[src/rtl/xlt_pkg.sv]
package xlt_pkg;
  typedef enum logic [1:0] {
    SLOT_UPDATE = 2'd0,
    SLOT_FREE   = 2'd1,
    SLOT_EVICT  = 2'd2
  } slot_src_e;
endpackage

[src/rtl/xlt_pick.sv]
module xlt_pick #(
  parameter int unsigned N  = 8,
  localparam int unsigned IW = (N > 1) ? $clog2(N) : 1
) (
  input  logic [N-1:0]  req,
  output logic          found,
  output logic [IW-1:0] idx
);
  always_comb begin
    idx = '0;
    for (int i = N - 1; i >= 0; i--) begin
      if (req[i]) idx = IW'(i);
    end
  end
  assign found = |req;
endmodule

[src/rtl/xlt_cam.sv]
module xlt_cam #(
  parameter int unsigned N     = 8,
  parameter int unsigned VPN_W = 36
) (
  input  logic [VPN_W-1:0]         key,
  input  logic [N-1:0][VPN_W-1:0]  tags,
  input  logic [N-1:0]             vld,
  output logic [N-1:0]             match
);
  for (genvar g = 0; g < N; g++) begin : g_cmp
    assign match[g] = vld[g] && (tags[g] == key);
  end
endmodule

[src/rtl/xlt_lru.sv]
module xlt_lru #(
  parameter int unsigned N  = 8,
  localparam int unsigned IW = (N > 1) ? $clog2(N) : 1
) (
  input  logic          clk,
  input  logic          rst_n,
  input  logic          a_en,
  input  logic [IW-1:0] a_idx,
  input  logic          b_en,
  input  logic [IW-1:0] b_idx,
  output logic [IW-1:0] victim
);
  typedef logic [N-1:0][IW-1:0] age_t;

  age_t age_q, age_d;
  logic [N-1:0] oldest;

  function automatic age_t bump(input age_t a, input logic [IW-1:0] k);
    age_t r;
    r = a;
    for (int i = 0; i < N; i++) begin
      if (a[i] < a[k]) r[i] = a[i] + 1'b1;
    end
    r[k] = '0;
    return r;
  endfunction

  always_comb begin
    age_d = age_q;
    if (a_en) age_d = bump(age_d, a_idx);
    if (b_en) age_d = bump(age_d, b_idx);
  end

  always_ff @(posedge clk or negedge rst_n) begin
    if (!rst_n) begin
      for (int i = 0; i < N; i++) age_q[i] <= IW'(i);
    end else begin
      age_q <= age_d;
    end
  end

  for (genvar g = 0; g < N; g++) begin : g_old
    assign oldest[g] = (age_q[g] == IW'(N - 1));
  end

  xlt_pick #(.N(N)) u_pick_old (
    .req(oldest), .found(), .idx(victim)
  );

  AST_LRU_ONE_OLDEST: assert property (@(posedge clk) disable iff (!rst_n)
    $onehot(oldest));
  AST_LRU_TOUCHED_NOT_VICTIM: assert property (@(posedge clk) disable iff (!rst_n)
    (a_en && !b_en) |=> (victim != $past(a_idx)));
endmodule

[src/rtl/xlate_table.sv]
module xlate_table #(
  parameter int unsigned N     = 8,
  parameter int unsigned VA_W  = 64,
  parameter int unsigned PO_W  = 12,
  parameter int unsigned VPN_W = 36,
  parameter int unsigned PPN_W = 28,
  localparam int unsigned IW   = (N > 1) ? $clog2(N) : 1,
  localparam int unsigned PA_W = PPN_W + PO_W
) (
  input  logic             clk,
  input  logic             rst_n,
  input  logic             lk_valid,
  input  logic [VA_W-1:0]  lk_vaddr,
  input  logic             lk_store,
  output logic             rsp_valid,
  output logic             rsp_hit,
  output logic             rsp_fault,
  output logic [PA_W-1:0]  rsp_paddr,
  input  logic             fill_valid,
  output logic             fill_ready,
  input  logic             fill_priv,
  input  logic [VPN_W-1:0] fill_vpn,
  input  logic [PPN_W-1:0] fill_ppn,
  output logic             fill_err,
  output logic             wb_valid,
  input  logic             wb_ready,
  output logic [VPN_W-1:0] wb_vpn,
  output logic [PPN_W-1:0] wb_ppn,
  input  logic             inv_all
);
  import xlt_pkg::*;

  logic [N-1:0]             vld_q, dty_q;
  logic [N-1:0][VPN_W-1:0]  tag_q;
  logic [N-1:0][PPN_W-1:0]  ppn_q;

  logic [VPN_W-1:0] lk_vpn;
  logic [N-1:0]     m_lk, m_fl, free_vec;
  logic             lk_any, fl_any, free_any, lk_hit;
  logic [IW-1:0]    lk_idx, fl_idx, free_idx, vic_idx, tgt_idx;
  slot_src_e        slot_src;
  logic             need_wb, vic_busy, fill_fire, wb_raise, wb_take, store_hit;
  logic [IW-1:0]    wb_idx_q;
  logic             wb_redirty_q;
  logic             unused_hi;

  assign lk_vpn    = lk_vaddr[PO_W +: VPN_W];
  assign unused_hi = ^lk_vaddr[VA_W-1:PO_W+VPN_W];
  assign free_vec  = ~vld_q;

  xlt_cam #(.N(N), .VPN_W(VPN_W)) u_cam_lk (
    .key(lk_vpn), .tags(tag_q), .vld(vld_q), .match(m_lk)
  );
  xlt_cam #(.N(N), .VPN_W(VPN_W)) u_cam_fl (
    .key(fill_vpn), .tags(tag_q), .vld(vld_q), .match(m_fl)
  );
  xlt_pick #(.N(N)) u_pick_lk   (.req(m_lk),     .found(lk_any),   .idx(lk_idx));
  xlt_pick #(.N(N)) u_pick_fl   (.req(m_fl),     .found(fl_any),   .idx(fl_idx));
  xlt_pick #(.N(N)) u_pick_free (.req(free_vec), .found(free_any), .idx(free_idx));

  assign lk_hit    = lk_valid && lk_any;
  assign store_hit = lk_hit && lk_store;

  // Slot choice: same page first, then a free entry, then the oldest entry.
  always_comb begin
    if (fl_any) begin
      slot_src = SLOT_UPDATE;
      tgt_idx  = fl_idx;
    end else if (free_any) begin
      slot_src = SLOT_FREE;
      tgt_idx  = free_idx;
    end else begin
      slot_src = SLOT_EVICT;
      tgt_idx  = vic_idx;
    end
  end

  assign need_wb  = (slot_src == SLOT_EVICT) && dty_q[vic_idx];
  assign vic_busy = (slot_src == SLOT_EVICT) && lk_hit && (lk_idx == vic_idx);

  always_comb begin
    if (inv_all)        fill_ready = 1'b0;
    else if (!fill_priv) fill_ready = 1'b1;
    else                fill_ready = !wb_valid && !need_wb && !vic_busy;
  end

  assign fill_fire = fill_valid && fill_ready && fill_priv;
  assign wb_raise  = fill_valid && fill_priv && !inv_all && !wb_valid && need_wb;
  assign wb_take   = wb_valid && wb_ready;

  xlt_lru #(.N(N)) u_lru (
    .clk(clk), .rst_n(rst_n),
    .a_en(lk_hit),    .a_idx(lk_idx),
    .b_en(fill_fire), .b_idx(tgt_idx),
    .victim(vic_idx)
  );

  // Entry storage
  always_ff @(posedge clk or negedge rst_n) begin
    if (!rst_n) begin
      vld_q <= '0;
      dty_q <= '0;
      tag_q <= '0;
      ppn_q <= '0;
    end else begin
      if (wb_take && !wb_redirty_q && !(store_hit && lk_idx == wb_idx_q))
        dty_q[wb_idx_q] <= 1'b0;
      if (store_hit) dty_q[lk_idx] <= 1'b1;
      if (fill_fire) begin
        vld_q[tgt_idx] <= 1'b1;
        dty_q[tgt_idx] <= 1'b0;
        tag_q[tgt_idx] <= fill_vpn;
        ppn_q[tgt_idx] <= fill_ppn;
      end
      if (inv_all) begin
        vld_q <= '0;
        dty_q <= '0;
      end
    end
  end

  // Write-back offer
  always_ff @(posedge clk or negedge rst_n) begin
    if (!rst_n) begin
      wb_valid     <= 1'b0;
      wb_vpn       <= '0;
      wb_ppn       <= '0;
      wb_idx_q     <= '0;
      wb_redirty_q <= 1'b0;
    end else if (wb_raise) begin
      wb_valid     <= 1'b1;
      wb_vpn       <= tag_q[vic_idx];
      wb_ppn       <= ppn_q[vic_idx];
      wb_idx_q     <= vic_idx;
      wb_redirty_q <= 1'b0;
    end else if (wb_valid) begin
      if (wb_take) wb_valid <= 1'b0;
      if (store_hit && lk_idx == wb_idx_q) wb_redirty_q <= 1'b1;
    end
  end

  // Lookup response
  always_ff @(posedge clk or negedge rst_n) begin
    if (!rst_n) begin
      rsp_valid <= 1'b0;
      rsp_hit   <= 1'b0;
      rsp_fault <= 1'b0;
      rsp_paddr <= '0;
      fill_err  <= 1'b0;
    end else begin
      rsp_valid <= lk_valid;
      rsp_hit   <= lk_hit;
      rsp_fault <= lk_valid && !lk_any;
      rsp_paddr <= lk_hit ? {ppn_q[lk_idx], lk_vaddr[PO_W-1:0]} : '0;
      fill_err  <= fill_valid && fill_ready && !fill_priv;
    end
  end

  AST_OFFSET_PASS: assert property (@(posedge clk) disable iff (!rst_n)
    lk_valid |=> (!rsp_hit || rsp_paddr[PO_W-1:0] == $past(lk_vaddr[PO_W-1:0])));
  AST_FAULT_ZERO_PADDR: assert property (@(posedge clk) disable iff (!rst_n)
    rsp_fault |-> (rsp_paddr == '0 && !rsp_hit && rsp_valid));
  AST_TAG_UNIQUE: assert property (@(posedge clk) disable iff (!rst_n)
    $onehot0(m_lk));
  AST_REJECT_NO_WRITE: assert property (@(posedge clk) disable iff (!rst_n)
    (fill_valid && !fill_priv) |=> $stable(tag_q));
  AST_FREE_NO_WB: assert property (@(posedge clk) disable iff (!rst_n)
    (fill_valid && fill_priv && free_any && !fl_any && !wb_valid) |=> !wb_valid);
  AST_NO_DIRTY_OVERWRITE: assert property (@(posedge clk) disable iff (!rst_n)
    (fill_fire && slot_src == SLOT_EVICT) |-> !dty_q[tgt_idx]);
  AST_WB_HOLD: assert property (@(posedge clk) disable iff (!rst_n)
    (wb_valid && !wb_ready) |=> (wb_valid && $stable(wb_vpn) && $stable(wb_ppn)));
  AST_INV_CLEARS: assert property (@(posedge clk) disable iff (!rst_n)
    inv_all |=> (vld_q == '0 && dty_q == '0));
endmodule

[config.mk]
export PLATFORM = sky130hd
export DESIGN_NAME = xlate_table
export DESIGN_NICKNAME = d
export VERILOG_FILES = /design/src/rtl/xlt_pkg.sv /design/src/rtl/xlt_pick.sv /design/src/rtl/xlt_cam.sv /design/src/rtl/xlt_lru.sv /design/src/rtl/xlate_table.sv
export SDC_FILE = /design/constraint.sdc
export NUM_CORES = 2
export LEC_CHECK = 0
export ABC_AREA = 1
export BUFFER_PORTS_ARGS = -buffer_cell sky130_fd_sc_hd__buf_2
export CAP_MARGIN = 20
export CORE_MARGIN = 5
export CORE_UTILIZATION = 30
export DETAILED_ROUTE_END_ITERATION = 7
export PLACE_DENSITY = 0.49
export SLEW_MARGIN = 10
export SYNTH_ARGS = -nofsm -noshare
export SYNTH_HDL_FRONTEND = slang
export SYNTH_SLANG_ARGS = --single-unit
[constraint.sdc]
create_clock -name clk -period 8.7 [get_ports clk]
set_clock_uncertainty 0.2 [all_clocks]
set_input_delay 2.175 -clock clk [delete_from_list [all_inputs] [get_ports clk]]
set_output_delay 2.175 -clock clk [all_outputs]
set_load 0.01 [all_outputs]
## Word level (Yosys, flattened, before mapping)

Index checks and enable logic that the tools add are counted.

- Reductions and logical operators: 53
- Bitwise gates (word level): 11
- Multiplexer cells: 113
- $lt $le $gt $ge: 23
- Add/subtract/negate cells: 16
- Eq/ne operators: 27

Operators by type and width:

| kind | number |
|---|---|
| $eq 36x36->1 | 16 |
| $bwmux 288 | 1 |
| $bwmux 224 | 1 |
| $mux 3 | 70 |
| $bmux 28 s3 | 2 |
| $bmux 36 s3 | 1 |
| $demux 36 s3 | 1 |
| $demux 28 s3 | 1 |
| $mux 28 | 3 |
| $mux 36 | 2 |
| $add 3x1->3 const B | 16 |
| $and 24x24->24 | 2 |
| $lt 3x3->1 | 16 |
| $mux 24 | 2 |
| $mux 8 | 6 |
| $not 24->24 | 2 |
| $mux 40 | 1 |
| $logic_and 1x1->1 | 38 |
| $eq 3x3->1 const B | 8 |
| $not 8->8 | 3 |
| $reduce_or 8->1 | 3 |
| $bmux 3 s3 | 2 |
| $demux 3 s3 | 2 |
| $and 8x8->8 | 2 |
| other kinds (12) | 42 |

- Register bits after elaboration: 665
- Output and inout port bits: 110
- Input bits: 136

## Depth between registers and ports, before layout

- Word-level depth: 24
- Gate-level depth with buffers: 44
- Depth with buffers taken out: 41

## Hierarchy

From an unflattened synthesis, not the netlist that was laid out.

- Cells, all modules: 7021
- Area total of the unflattened synthesis: 45009.4 µm²

By module, submodules not included:

| module | area an instance (µm²) | sequential area each (µm²) | cells an instance | times used |
|---|---|---|---|---|
| xlate_table | 30844.6 | 16040.4 | 4077 | 1 |
| xlt_cam | 4844.6 | 0.0 | 1107 | 2 |
| xlt_lru | 4080.2 | 615.6 | 642 | 1 |
| xlt_pick | 98.8 | 0.0 | 22 | 4 |

## Worst setup path after synthesis

Ideal clock, no wire load.

- Path type: in2reg
- From: input lk_vaddr[30]
- To: register u_lru.age_q[8] (netlist name)
- Stages: 41
- Required time: 8.382 ns
- Path slack: -0.134 ns
- Path buffers: 4
- Arrival time: 8.516 ns
- Cell sequence: buf_2 > inv_1 > nand2_1 > nand2_1 > inv_1 > nand2_1 > nor2_1 > nand2_1 > nor2_1 > nand3_1 > nand2_1 > nand2_1 > nand2_1 > nand2_1 > nand2_2 > nand2_4 > nand2_4 > buf_2 > [... 5 more ...] > nor4_1 > ha_1 > a21boi_2 > nand2_1 > nand2_1 > or2_2 > nand3_1 > inv_1 > nand2_1 > nand4_1 > a2111oi_0 > ha_1 > inv_1 > nor2_2 > nand2_2 > nand3_1 > o21bai_1 > nor2_1

RTL lines:

| item | RTL line | text |
|---|---|---|
| from (decl) | xlate_table.sv:13 | `input logic [VA_W-1:0] lk_vaddr,` |
| to (signal assigned) | xlt_lru.sv:38 | `age_q <= age_d;` |
| to (decl) | xlt_lru.sv:15 | `age_t age_q, age_d;` |

## Worst setup path in the final report

- From: input fill_vpn[23]
- To: output fill_ready

- Cells in the longest elaborated chain, start to end: 11
- Elaborated cells between the ends (all ways): 28

RTL lines:

| item | RTL line | text |
|---|---|---|
| from (decl) | xlate_table.sv:22 | `input logic [VPN_W-1:0] fill_vpn,` |
| $eq 36x36->1 | xlt_cam.sv:11 | `assign match[g] = vld[g] && (tags[g] == key);` |
| $logic_and 1x1->1 | xlt_cam.sv:11 |  |
| $reduce_or 8->1 (*) | xlt_pick.sv:15 | `assign found = \|req;` |
| $mux 2 (*) | xlate_table.sv:66 | `if (fl_any) begin` |
| $eq 2x2->1 (*) | xlate_table.sv:78, xlate_table.sv:79 |  |
| $logic_and 1x1->1 (on tied branches) | xlate_table.sv:78, xlate_table.sv:79 |  |
| $logic_not 1->1 or $logic_and 1x1->1 (tied branches) | xlate_table.sv:84, xlate_table.sv:79 |  |
| $logic_and 1x1->1 or $logic_not 1->1 (tied branches) | xlate_table.sv:84 | `else fill_ready = !wb_valid && !need_wb && !vic_busy;` |
| $logic_and 1x1->1 (*) | xlate_table.sv:84 |  |
| $mux 1 (*) | xlate_table.sv:83 | `else if (!fill_priv) fill_ready = 1'b1;` |
| $mux 1 (*) | xlate_table.sv:82 | `if (inv_all) fill_ready = 1'b0;` |
| to (decl) | xlate_table.sv:20 | `output logic fill_ready,` |

Mark *: on every way between the ends. The rest lies on a longest branch, timed or not.

==> metrics.txt <==
initial core utilization=30.2%; max incr delay on CP=about 590 ps; placed insts=approximately 7,500; Slew headroom=14.3%; row count=between 100 and 150; Area Growth Syn to Fin=19.5%; initial antenna violation count=13; Worst Path Buf+Inv=5; Reg2Reg Setup Slack=2130 ps; max-slew violations=0; TritonCTS Sinks=665; P_int=7.11 mW; final instance area=47,600 um^2; FF-to-FF Start=tag_q[249]; slowest CP cell=nor3b_1; Leak Pwr=22.3 nW; DR vias=43,901; Warnings, synthesis=0; Final min period=8470 ps; cell family with most CP delay=simple AND/OR/NAND/NOR gates; clk slew on worst S/H paths=60 ps; gpl congestion=1.08; Seq pwr share=26.4%; Clock Tree Buf Depth=3; Remaining DRCs=0; CTS tree=built; Total GRT Usage=between 30% and 40%; CP cell instances=buf_2 -> inv_1 -> buf_4 -> nand2_1 -> nand2_1 -> a211oi_1 -> and3_1 -> nand4_1 -> nand2_1 -> nor3b_1 -> nand2_1 -> nor4_1 -> buf_4 -> nand4_1 -> o211a_1 -> nor2_1 -> nor2_1 -> buf_2; commonest cells in the netlist=nand2_1 (1,500), o21ai_0 (941), dfrtp_1 (653), inv_1 (527), nor2_1 (388); most frequent CP cell=nand2_1; core area=132,000 um^2; largest net degree at the start of global routing=216; post_cts resized=0; Root Driver=clkbuf_16; IO buf count=229; CTS Buf Count=just over 80; most common cell in the netlist=nand2_1; Crit. Startpoint=fill_vpn[23]; DR iter-0 viols=roughly 5,800; number of synthesized flops with an enable pin=0; CP max FO=6; fin nets=5,990; vias per cell=5.75; Final Non-Filler Cells=approximately 7,600; achievable frequency=118 MHz; worst skew pair latency=730 ps; register area share after synthesis=a little over two fifths; HP Class=reg -> reg; Final Hold Viols=0; Peak VDD IR=0.000534 V; combinational cell fraction of total power=45.7%; global-route wire length before repair=~340,000 um; Min-Delay Path Depth=2; R2R Path End=u_lru.age_q[20]; 1st-pass router iterations=7; worst setup path category=in -> out; ys async rst share=100%; Final Setup Violations=0; Die Area=140,000 um^2; Netlist Area Pre-Place=39,800 um^2; setup TNS=0 ps; H-tree levels=3; MaxCap Viol Count=0; leading area contributor after synthesis=dfrtp_1; CP required=6330 ps; Overflow after GRT=0; postcts setup bufs=0; Syn Nets=5,716; Hold Startpoint=wb_vpn[8]; number of global-route vias before repair=40,605; RSZ-0062 raised after global routing=no; startpoint types=input pin; Detailed Route WL=approximately 250,000 um; crit path DAT=just over 6000 ps; net switching power=6.48 mW; cts hold-fix bufs=0; sw frac=between 40 and 50%; Die H=374 um; reg2reg path depth=41; DRT antenna net count=0; placed inst area=44,600 um^2; Yosys top cell area share=41.0%; Hold Path Sink=wb_vpn[8]; Syn Area/Cell=7.19 um^2; share of cells above drive strength 1=approximately 14%; Cell variety after synth=64; status=complete, no violations; Synth Flop Type=dfrtp_1; I/O pins=246; routed wire length per instance=32.6 um; Yosys reg bits=between 600 and 700; Clk pwr share=28.0%; top post-synthesis cells by area=dfrtp_1 (41%), nand2_1 (14%), o21ai_0 (12%); HPWL Detailed=184,000 um; Worst-Margin Slew=between 1000 and 1500 ps; Syn Inst Count=5,540; DIE WIDTH=~370 um; Power Density=285 nW/um^2; Final period util=97.4%; crit end category=primary output
## how the worst max path moves through the flow
stage | endpoint | slack (ps) | cells after the start
after floorplan | u_lru.age_q[8] | 230 | 41
final | fill_ready | 230 | 18
after global placement | fill_ready | 340 | 18
after CTS | fill_ready | 340 | 18
after detailed placement | fill_ready | 360 | 18
after global routing | fill_ready | 140 | 18
## layout by cell type, fill, tap and decap left out, types with 9 or more instances in the layout
master / n
clkbuf_1: 9
dfstp_2: 12
nor2_1: 385
a21oi_1: 181
o22ai_1: 184
inv_2: 31
nand2_2: 19
buf_4: 270
dfrtp_1: 653
o2111ai_1: 31
inv_1: 525
nand3_2: 9
o221ai_1: 56
nand3_1: 109
buf_2: 228
bufinv_16: 9
o211ai_1: 68
nor4_1: 54
xnor2_1: 81
nand2_4: 9
ha_1: 40
o21ai_1: 31
o21ai_0: 940
clkbuf_16: 84
a211oi_1: 14
a221oi_1: 15
nor2_2: 10
nor3_1: 16
clkinv_2: 15
buf_12: 38
clkbuf_8: 18
nand2_1: 1490
nand4_1: 85
xor2_1: 43
## layout make-up
type | count | area, um^2
multi-input combinational | 3961 | 19700
antenna | 3 | 7.51
clock inverter | 40 | 583
inverter | 563 | 2120
clock buffer | 111 | 2380
fill | 14261 | 84200
sequential | 665 | 16700
tap | 1755 | 2200
timing repair buffer | 540 | 3960
## power by group through the flow
stage	clock, mW	sequential (mW)	combinational, mW
floorplan	0	3.49	3.44
global placement	0	3.62	5.91
detailed placement	0	3.62	5.94
CTS	3.86	3.57	5.97
global route	3.97	3.59	6.57
finish	3.80	3.59	6.20
## metrics by stage
stage | power, mW | hold WS [ps] | util, % | setup WS [ps]
after floorplan | 6.93 | 253 | - | 226
after global placement | 9.53 | 250 | 33.8 | 337
after detailed placement | 9.56 | 253 | 33.8 | 358
after CTS | 13.4 | 268 | 36.1 | 344
after global routing | 14.1 | 292 | 36.1 | 142
final | 13.6 | 264 | 36.1 | 230
## flip-flops by register name, indices dropped and copies added (netlist names)
| signal | flops |
|---|---|
| rsp_paddr | 40 |
| wb_ppn | 28 |
| wb_redirty_q | 1 |
| wb_vpn | 36 |
| ppn_q | 224 |
| dty_q | 8 |
| wb_valid | 1 |
| vld_q | 8 |
| rsp_fault | 1 |
| rsp_hit | 1 |
| tag_q | 288 |
| rsp_valid | 1 |
| wb_idx_q | 3 |
| fill_err | 1 |
| u_lru.age_q | 24 |
## per-layer routing
metal  share of wire (%)  track usage [%]  routed length, um  vias up
met5               0.016                0                 39        -
met4                 5.8             16.1              14400        6
met3                  11             8.87              26200      553
met2                  41             49.0             102000     2579
met1                  43             47.8             106000    21710
li1                    -                -                  -    19053
## cell families (layout without fill, tap and decap cells)
logic type      after synthesis  count (layout)  synth area share [%]
simple gates               2229            2229                  23.0
compound gates             1568            1568                  22.1
buf+inv                     914            1254                  9.05
flops                       665             665                  41.8
xor+xnor                    124             124                  2.73
fa+ha+maj                    40              40                  1.26
other cells                   0               3                     0
## worst register-to-register path, delay by kind of cell (launching register included)
kind	cells	cell delay (ps)
buffers and inverters	9	1100
adders and majority gates	2	470
AOI/OAI and AO/OA	4	630
and+or+nand+nor	26	3460
DFF	1	650
(Power assumes the default switching activity.)
